### config.mk
export PLATFORM = sky130hd
export DESIGN_NAME = cmdreg_front
export DESIGN_NICKNAME = d
export VERILOG_FILES = /design/src/rtl/cmdreg_pkg.sv /design/src/rtl/cmd_front.sv /design/src/rtl/cfg_bank.sv /design/src/rtl/rd_path.sv /design/src/rtl/cmdreg_front.sv
export SDC_FILE = /design/constraint.sdc
export NUM_CORES = 1
export LEC_CHECK = 0
export ABC_AREA = 1
export ABC_CLOCK_PERIOD_IN_PS = 2350
export BUFFER_PORTS_ARGS = -buffer_cell sky130_fd_sc_hd__buf_4
export CAP_MARGIN = 20
export CORE_ASPECT_RATIO = 1.5
export CORE_MARGIN = 4
export CORE_UTILIZATION = 54
export CTS_CLUSTER_DIAMETER = 60
export DETAILED_ROUTE_END_ITERATION = 10
export PLACE_DENSITY = 0.88
export SLEW_MARGIN = 20
export SYNTH_ARGS = -nofsm -noshare
export SYNTH_HDL_FRONTEND = slang
export SYNTH_SLANG_ARGS = --single-unit
### constraint.sdc
create_clock -name clk -period 2.35 [get_ports clk]
set_clock_uncertainty 0.2 [all_clocks]
set_input_delay 0.47 -clock clk [delete_from_list [all_inputs] [get_ports clk]]
set_output_delay 0.47 -clock clk [all_outputs]
set_load 0.03 [all_outputs]
### src/rtl/cmdreg_pkg.sv
package cmdreg_pkg;

    localparam int ADDR_W = 5;
    localparam int BYTE_W = 8;
    localparam int NREG   = 16;   // writable window 0x00..0x0F

    typedef logic [ADDR_W-1:0] regaddr_t;
    typedef logic [BYTE_W-1:0] byte_t;

    typedef enum logic [1:0] {
        ACC_REPEAT  = 2'b00,
        ACC_STEP    = 2'b01,
        ACC_RSVD    = 2'b10,
        ACC_SPECIAL = 2'b11
    } acc_kind_e;

    typedef struct packed {
        logic      is_cmd;
        acc_kind_e kind;
        regaddr_t  field;
    } cmd_t;

    localparam regaddr_t A_ENABLE  = 5'h00;
    localparam regaddr_t A_PTIME   = 5'h02;
    localparam regaddr_t A_WTIME   = 5'h03;
    localparam regaddr_t A_TLO_L   = 5'h08;
    localparam regaddr_t A_TLO_H   = 5'h09;
    localparam regaddr_t A_THI_L   = 5'h0A;
    localparam regaddr_t A_THI_H   = 5'h0B;
    localparam regaddr_t A_PERS    = 5'h0C;
    localparam regaddr_t A_CONFIG  = 5'h0D;
    localparam regaddr_t A_PULSES  = 5'h0E;
    localparam regaddr_t A_CONTROL = 5'h0F;
    localparam regaddr_t A_REV     = 5'h11;
    localparam regaddr_t A_STATUS  = 5'h13;
    localparam regaddr_t A_PDAT_L  = 5'h18;
    localparam regaddr_t A_PDAT_H  = 5'h19;

    localparam byte_t REV_CODE = 8'h01;

    function automatic cmd_t split_cmd(byte_t b);
        cmd_t c;
        c.is_cmd = b[7];
        c.kind   = acc_kind_e'(b[6:5]);
        c.field  = b[4:0];
        return c;
    endfunction

    // bits that hold state; zero mask means not writable
    function automatic byte_t wr_mask(regaddr_t a);
        case (a)
            A_ENABLE:  return 8'h2D;
            A_PTIME,
            A_WTIME,
            A_TLO_L,
            A_TLO_H,
            A_THI_L,
            A_THI_H,
            A_PULSES:  return 8'hFF;
            A_PERS:    return 8'hF0;
            A_CONFIG:  return 8'h02;
            A_CONTROL: return 8'hFC;
            default:   return 8'h00;
        endcase
    endfunction

    function automatic byte_t reset_val(regaddr_t a);
        return (a == A_PTIME || a == A_WTIME) ? 8'hFF : 8'h00;
    endfunction

    function automatic logic is_clear_code(regaddr_t c);
        return (c == 5'b00101) || (c == 5'b00111);
    endfunction

endpackage

### src/rtl/cmd_front.sv
module cmd_front
    import cmdreg_pkg::*;
(
    input  logic      clk,
    input  logic      rst,
    input  logic      bus_start,
    input  logic      bus_stop,
    input  logic      addr_ok,
    input  logic      addr_rd,
    input  logic      rx_valid,
    input  byte_t     rx_byte,
    input  logic      rd_req,
    output logic      wr_en,
    output regaddr_t  acc_addr,
    output byte_t     wr_data,
    output logic      rd_fire,
    output acc_kind_e cur_mode,
    output logic      clr_pulse
);

    logic      active_q;
    logic      dir_rd_q;
    logic      first_q;
    regaddr_t  ptr_q;
    acc_kind_e mode_q;
    logic      clr_q;

    cmd_t cmd;
    logic byte_ok;
    logic take_cmd;
    logic step_now;
    logic load_ptr;

    always_comb begin
        cmd      = split_cmd(rx_byte);
        byte_ok  = active_q && !dir_rd_q && rx_valid;
        take_cmd = byte_ok && first_q && cmd.is_cmd;
        wr_en    = byte_ok && !take_cmd;
        rd_fire  = active_q && dir_rd_q && rd_req;
        step_now = (wr_en || rd_fire) && (mode_q == ACC_STEP);
        load_ptr = take_cmd && (cmd.kind == ACC_REPEAT || cmd.kind == ACC_STEP);
    end

    // transfer tracking
    always_ff @(posedge clk) begin
        if (rst) begin
            active_q <= 1'b0;
            dir_rd_q <= 1'b0;
            first_q  <= 1'b0;
        end else if (addr_ok) begin
            active_q <= 1'b1;
            dir_rd_q <= addr_rd;
            first_q  <= !addr_rd;
        end else if (bus_start || bus_stop) begin
            active_q <= 1'b0;
            first_q  <= 1'b0;
        end else if (byte_ok) begin
            first_q  <= 1'b0;
        end
    end

    // pointer, mode and special function
    always_ff @(posedge clk) begin
        if (rst) begin
            ptr_q  <= '0;
            mode_q <= ACC_REPEAT;
            clr_q  <= 1'b0;
        end else begin
            clr_q <= take_cmd && (cmd.kind == ACC_SPECIAL) && is_clear_code(cmd.field);
            if (load_ptr) begin
                ptr_q  <= cmd.field;
                mode_q <= cmd.kind;
            end else if (step_now) begin
                ptr_q  <= ptr_q + regaddr_t'(1);
            end
        end
    end

    assign acc_addr  = ptr_q;
    assign wr_data   = rx_byte;
    assign cur_mode  = mode_q;
    assign clr_pulse = clr_q;

endmodule

### src/rtl/cfg_bank.sv
module cfg_bank
    import cmdreg_pkg::*;
#(
    parameter int N = NREG
) (
    input  logic              clk,
    input  logic              rst,
    input  logic              wr_en,
    input  regaddr_t          wr_addr,
    input  byte_t             wr_data,
    output logic [N*BYTE_W-1:0] regs_flat
);

    for (genvar i = 0; i < N; i++) begin : g_reg
        localparam regaddr_t MY_ADDR = regaddr_t'(i);
        localparam byte_t    MY_MASK = wr_mask(MY_ADDR);
        byte_t r_q;

        if (MY_MASK == 8'h00) begin : g_hole
            assign r_q = 8'h00;
        end else begin : g_store
            always_ff @(posedge clk) begin
                if (rst)
                    r_q <= reset_val(MY_ADDR);
                else if (wr_en && wr_addr == MY_ADDR)
                    r_q <= wr_data & MY_MASK;
            end
        end

        assign regs_flat[i*BYTE_W +: BYTE_W] = r_q;
    end

endmodule

### src/rtl/rd_path.sv
module rd_path
    import cmdreg_pkg::*;
#(
    parameter int N = NREG
) (
    input  logic                clk,
    input  logic                rst,
    input  logic                rd_fire,
    input  regaddr_t            rd_addr,
    input  logic [N*BYTE_W-1:0] regs_flat,
    input  logic [2*BYTE_W-1:0] prox_data,
    input  logic                prox_int_flag,
    input  logic                prox_valid_flag,
    output byte_t               rd_data,
    output byte_t               shadow
);

    byte_t rd_q;
    byte_t sh_q;
    byte_t sel;

    always_comb begin
        if (int'(rd_addr) < N) begin
            sel = regs_flat[int'(rd_addr)*BYTE_W +: BYTE_W];
        end else begin
            case (rd_addr)
                A_REV:    sel = REV_CODE;
                A_STATUS: sel = {2'b00, prox_int_flag, 3'b000, prox_valid_flag, 1'b0};
                A_PDAT_L: sel = prox_data[BYTE_W-1:0];
                A_PDAT_H: sel = sh_q;
                default:  sel = 8'h00;
            endcase
        end
    end

    always_ff @(posedge clk) begin
        if (rst) begin
            rd_q <= 8'h00;
            sh_q <= 8'h00;
        end else if (rd_fire) begin
            rd_q <= sel;
            if (rd_addr == A_PDAT_L)
                sh_q <= prox_data[2*BYTE_W-1:BYTE_W];
        end
    end

    assign rd_data = rd_q;
    assign shadow  = sh_q;

endmodule

### src/rtl/cmdreg_front.sv
module cmdreg_front
    import cmdreg_pkg::*;
(
    input  logic        clk,
    input  logic        rst,
    input  logic        bus_start,
    input  logic        bus_stop,
    input  logic        addr_ok,
    input  logic        addr_rd,
    input  logic        rx_valid,
    input  logic [7:0]  rx_byte,
    input  logic        rd_req,
    input  logic [15:0] prox_data,
    input  logic        prox_int_flag,
    input  logic        prox_valid_flag,
    output logic [7:0]  rd_data,
    output logic        int_clr,
    output logic        pwr_on,
    output logic        prox_en,
    output logic        wait_en,
    output logic        int_en,
    output logic [7:0]  prox_time,
    output logic [7:0]  wait_time,
    output logic [15:0] thr_low,
    output logic [15:0] thr_high,
    output logic [3:0]  persist,
    output logic        wait_long,
    output logic [7:0]  pulse_count,
    output logic [1:0]  led_drive,
    output logic [1:0]  diode_sel,
    output logic [1:0]  prox_gain
);

    localparam int W = BYTE_W;

    logic      wr_en;
    regaddr_t  acc_addr;
    byte_t     wr_data;
    logic      rd_fire;
    acc_kind_e cur_mode;
    byte_t     shadow_q;
    logic [NREG*W-1:0] regs_flat;

    cmd_front u_front (
        .clk       (clk),
        .rst       (rst),
        .bus_start (bus_start),
        .bus_stop  (bus_stop),
        .addr_ok   (addr_ok),
        .addr_rd   (addr_rd),
        .rx_valid  (rx_valid),
        .rx_byte   (rx_byte),
        .rd_req    (rd_req),
        .wr_en     (wr_en),
        .acc_addr  (acc_addr),
        .wr_data   (wr_data),
        .rd_fire   (rd_fire),
        .cur_mode  (cur_mode),
        .clr_pulse (int_clr)
    );

    cfg_bank #(.N(NREG)) u_bank (
        .clk       (clk),
        .rst       (rst),
        .wr_en     (wr_en),
        .wr_addr   (acc_addr),
        .wr_data   (wr_data),
        .regs_flat (regs_flat)
    );

    rd_path #(.N(NREG)) u_rd (
        .clk             (clk),
        .rst             (rst),
        .rd_fire         (rd_fire),
        .rd_addr         (acc_addr),
        .regs_flat       (regs_flat),
        .prox_data       (prox_data),
        .prox_int_flag   (prox_int_flag),
        .prox_valid_flag (prox_valid_flag),
        .rd_data         (rd_data),
        .shadow          (shadow_q)
    );

    function automatic byte_t pick(logic [NREG*W-1:0] f, regaddr_t a);
        return f[int'(a)*W +: W];
    endfunction

    byte_t en_b, pers_b, cfg_b, ctl_b;

    always_comb begin
        en_b   = pick(regs_flat, A_ENABLE);
        pers_b = pick(regs_flat, A_PERS);
        cfg_b  = pick(regs_flat, A_CONFIG);
        ctl_b  = pick(regs_flat, A_CONTROL);

        pwr_on      = en_b[0];
        prox_en     = en_b[2];
        wait_en     = en_b[3];
        int_en      = en_b[5];
        prox_time   = pick(regs_flat, A_PTIME);
        wait_time   = pick(regs_flat, A_WTIME);
        thr_low     = {pick(regs_flat, A_TLO_H), pick(regs_flat, A_TLO_L)};
        thr_high    = {pick(regs_flat, A_THI_H), pick(regs_flat, A_THI_L)};
        persist     = pers_b[7:4];
        wait_long   = cfg_b[1];
        pulse_count = pick(regs_flat, A_PULSES);
        led_drive   = ctl_b[7:6];
        diode_sel   = ctl_b[5:4];
        prox_gain   = ctl_b[3:2];
    end

endmodule

### Word level (Yosys, flattened, before mapping)

Index checks and enable logic that the tools add are counted.

* reduce and logical (&&, ||, !) cells: 35
* shifts and indexed selects: 1
* $add $sub $neg: 1
* equality and inequality tests: 19
* muxes and demuxes: 9
* order comparisons: 1

Operators with widths (count)
* $shiftx A128 B9 Y8: 1
* $eq A5 B4 Y1 const B: 8
* $pmux W8 S4: 1
* $logic_and A1 B1 Y1: 22
* $eq A5 B5 Y1 const B: 4
* $eq A5 B2 Y1 const B: 2
* $eq A5 B3 Y1 const B: 2
* $mux W5: 2
* $mux W8: 1
* $add A5 B1 Y5 const B: 1
* $logic_not A5 Y1: 1
* $lt A5 B5 Y1 const B: 1
* $mux W1: 5
* $eq A2 B1 Y1 const B: 2
* $logic_or A1 B1 Y1: 4
* $reduce_bool A2 Y1: 2
* $logic_not A1 Y1: 3
* $reduce_bool A3 Y1: 1
* $eq A2 B2 Y1 const B: 1
* $logic_not A2 Y1: 1
* $reduce_and A2 Y1: 1

* register bits: 98
* word-level logic and storage cells: 85
* output and inout port bits: 80
* input port bits: 34

### Depth between registers and ports, before layout

* depth in word-level cells: 11
* gate-level depth with buffers: 12
* mapped depth without buffers: 11

### Modules after synthesis

A second synthesis with hierarchy kept.

* cells, all modules: 1141
* area total of the unflattened synthesis: 6571.3 sq um

By module, submodules not included
* cfg_bank: area each 3523.4 sq um, sequential area each 1421.4 sq um, instances 1, cells each 529
* rd_path: area each 2358.5 sq um, sequential area each 320.3 sq um, instances 1, cells each 511
* cmd_front: area each 689.4 sq um, sequential area each 220.2 sq um, instances 1, cells each 101

### Least setup slack after synthesis

Ideal clock, no wire load.

* path kind: reg-to-reg
* start point: register u_front.ptr_q[0] (netlist: u_front.acc_addr[0])
* end point: register u_rd.sh_q[6] (netlist: u_rd.shadow[6])
* arrival: 1.783 ns
* path slack: 0.247 ns
* setup time: 0.120 ns
* path buffers: 3
* data required time: 2.030 ns
* cell stages (with the launch flop): 11
* path through: dfxtp_1 buf_2 inv_2 buf_2 ha_1 inv_1 nor3_4 nand2_2 buf_2 o21ai_1 a21oi_1

* cells in the longest elaborated chain, start to end: 2

Ends and longest elaborated chain
* start: declaration: line cmd_front.sv:24 `regaddr_t ptr_q;`
* start signal: assignment: line cmd_front.sv:71 `ptr_q <= cmd.field;`
* start signal: assignment: line cmd_front.sv:74 `ptr_q <= ptr_q + regaddr_t'(1);`
* $eq A5 B5 Y1: line rd_path.sv:42 `if (rd_addr == A_PDAT_L)`
* $reduce_and A2 Y1 (no source line)
* end signal: assignment: line rd_path.sv:43 `sh_q <= prox_data[2*BYTE_W-1:BYTE_W];`
* end: declaration: line rd_path.sv:19 `byte_t sh_q;`

No other way between the ends.
A chain may end at the register's enable or synchronous reset.

### Final worst setup path

* start point: register u_front.ptr_q[4] (netlist: u_front.acc_addr[4])
* end point: register u_rd.sh_q[3] (netlist: u_rd.shadow[3])

The elaborated chain is that of the path after synthesis.

==> impl_results.md <==
* Final Util at 70.1%
* Share of cells above drive strength 1 at 21.1%
* Routed WL at 14900 µm
* Number of global-route vias before repair at 4784
* Setup violations, final at 0
* Gates resized, CTS repair at 0
* Pre-Repair DR Iteration Count at 7
* Run status: finished clean
* Share of the synthesized area in the top cell type at 41.7%
* Period utilization at 90.8%
* RSZ-0062 raised after global routing: no
* GPL Wtd Cong at 0.981
* Rel. slew slack at 60.0%
* Chip Height at 122 µm
* CTS tree: yes
* Post-Syn Nets at 715
* I/O Pins at 114
* Multi-input logic area at 2240 µm²
* Die X at 84.2 µm
* Leakage at 2.78 nW
* Total track usage at 28.4%
* Initial antenna violation count at 0
* Clock Tree Root: clkbuf_16
* Largest net degree at the start of global routing at 52
* Tightest Pin Transition at 0.597 ns
* MaxCap Viol Count at 0
* Initial Util at 55.6%
* Global-route wire length before repair at 23000 µm
* Clock buffer count from CTS at 9
* Fmax at 469 MHz
* Avg Inst Size Synth at 6.96 µm²
* Critical Path End Type: flip-flop
* Top cells by area, synth: dfxtp_1 42%, nand2_1 14%, a21oi_1 7.9%, inv_1 6.5%, nand3_1 6.1%
* Tmin final at 2.13 ns
* Post-synth top cells: 170 x nand2_1, 98 x dfxtp_1, 81 x inv_1
* Pins Over Slew Limit at 0
* # Post-CTS Setup Buffers at 0
* Arrival @ worst endpoint at 2.17 ns
* Final hold violations at 0
* ANT nets after route at 0
* Yosys warning count at 0
* Post-synth EDFFs at 0
* Total die area at 10300 µm²
* FFs w/ async S/R, synth at 0%
* Kind of critical path: flip-flop to flip-flop
* H-tree depth at 3
* HPWL after DPL at 10900 µm
* Worst endpoint required time at 2.39 ns
* Type of origin of the critical path: flip-flop
* Ant diodes at 0
* Max clock buf depth at 2
* Drt drc at 0
* Drt wl/cell at 16.7 µm
* P&R area growth vs syn at 26.2%
* Worst IR Drop VDD at 573 µV
* Cts hold-fix bufs at 0
* Via density at 5.67
* Crit-path max FO at 16
* Syn Inst Count at 676
* Core area at 8460 µm²
* Setup TNS at 0 ns
* Port-buffer cells at 113
* Clock latency on the worst-skew pair at 0.36 ns
* Worst Hold Class: input pin to flip-flop
* Pwr dens at 580 nW/µm²
* Clock slew at reported path FFs at 0.07 ns
* Vias at 5041
* Rows at 41
* Number of synthesized register bits at 98
* Total congestion overflow at 0
* DR iter-0 viols at 469
* Synthesized area at 4700 µm²
* Count leader, synth: nand2_1
* Clock sinks at 98
* Sequential share of the synthesized area at 41.7%
* Top_reg_cell synth: dfxtp_1
* Fillers at 710
* Synth area leader: dfxtp_1
* Nets at 816
* Reg area at 1960 µm²
* Library cells used by synthesis at 31
metal layers:
layer / GRT usage, % / up-vias / part of all wire [%]
met4: 17.9 / 0 / 5.2
met5: 0 / - / 0
met3: 4.90 / 60 / 7.8
met1: 33.3 / 2311 / 37
li1: - / 2410 / -
met2: 47.9 / 260 / 50
path summary, 6_finish.rpt:
check / slack [ns] / start / depth (start not counted) / endpoint
max: 0.22 / u_front.acc_addr[4]$_SDFFE_PP0P_ / 5 / u_rd.shadow[3]$_SDFFE_PP0P_
min reg2reg: 0.25 / u_rd.shadow[2]$_SDFFE_PP0P_ / 2 / u_rd.shadow[2]$_SDFFE_PP0P_
max reg2reg: 0.22 / u_front.acc_addr[4]$_SDFFE_PP0P_ / 5 / u_rd.shadow[3]$_SDFFE_PP0P_
min: 0.16 / prox_data[8] / 3 / u_rd.shadow[0]$_SDFFE_PP0P_
layout by cell type (no fill, tap or decap), types with 2 or more instances in the layout:
master / n
nand2_2: 6
nor2_2: 2
inv_2: 6
dfxtp_1: 98
clkbuf_16: 9
nor4_1: 2
clkbuf_8: 3
nand4_1: 5
nand3_1: 57
nand2_1: 170
inv_1: 80
nand4_4: 2
ha_1: 5
o211ai_1: 16
o21ai_0: 49
o21ai_1: 26
nor2_4: 3
a21oi_1: 74
buf_4: 124
nor2_1: 25
nor3_1: 6
nand3_4: 2
per-stage QoR:
step | instances | power, W | hold slack, ns | cell area, µm² | worst slack, ns
final | 889 | 0.00344 | 0.161 | 5930 | 0.217
after global routing | 889 | 0.00352 | 0.171 | 5930 | 0.0817
after CTS | 889 | 0.00343 | 0.159 | 5930 | 0.247
after detailed placement | 873 | 0.00191 | 0.240 | 5620 | 0.261
after global placement | 873 | 0.00191 | 0.234 | 5620 | 0.309
after floorplan | 676 | 0.00181 | 0.225 | 4700 | 0.247
worst max-delay path: stages (launching register included):
cell and delay, ns:
dfxtp_1 0.58, inv_4 0.19, nor3_4 0.47, nand2_2 0.28, o21ai_0 0.24, a21oi_1 0.06
flip-flops by register name, indices dropped and copies added, names as in the netlist:
name / cells
u_front.clr_pulse: 1
u_rd.shadow: 8
u_front.acc_addr: 5
u_front.first_q: 1
u_front.dir_rd_q: 1
u_front.cur_mode: 2
u_rd.rd_data: 8
u_bank.g.r_q: 71
u_front.active_q: 1
power by group:
group / total, W / internal [W] / switching (W)
clock: 0.00156 / 0.000915 / 0.000646
combinational: 0.000202 / 0.0000754 / 0.000126
sequential: 0.00168 / 0.00167 / 0.00000873
total: 0.00344 / 0.00266 / 0.000781
cells by family after synthesis:
| logic type | count (synthesis) | synth area share (%) |
|---|---|---|
| compound gates | 168 | 18.9 |
| fa+ha+maj | 5 | 1.33 |
| simple gates | 283 | 27.5 |
| flops | 98 | 41.7 |
| buf+inv | 122 | 10.6 |
area by class of cell:
cell class / instances / share of cell area, %
clock inverter: 3 / 0.780
timing repair buffer: 125 / 16.0
multi-input combinational: 456 / 37.8
clock buffer: 13 / 4.56
sequential: 98 / 33.1
tap: 107 / 2.26
inverter: 87 / 5.55
(Power assumes the default switching activity.)
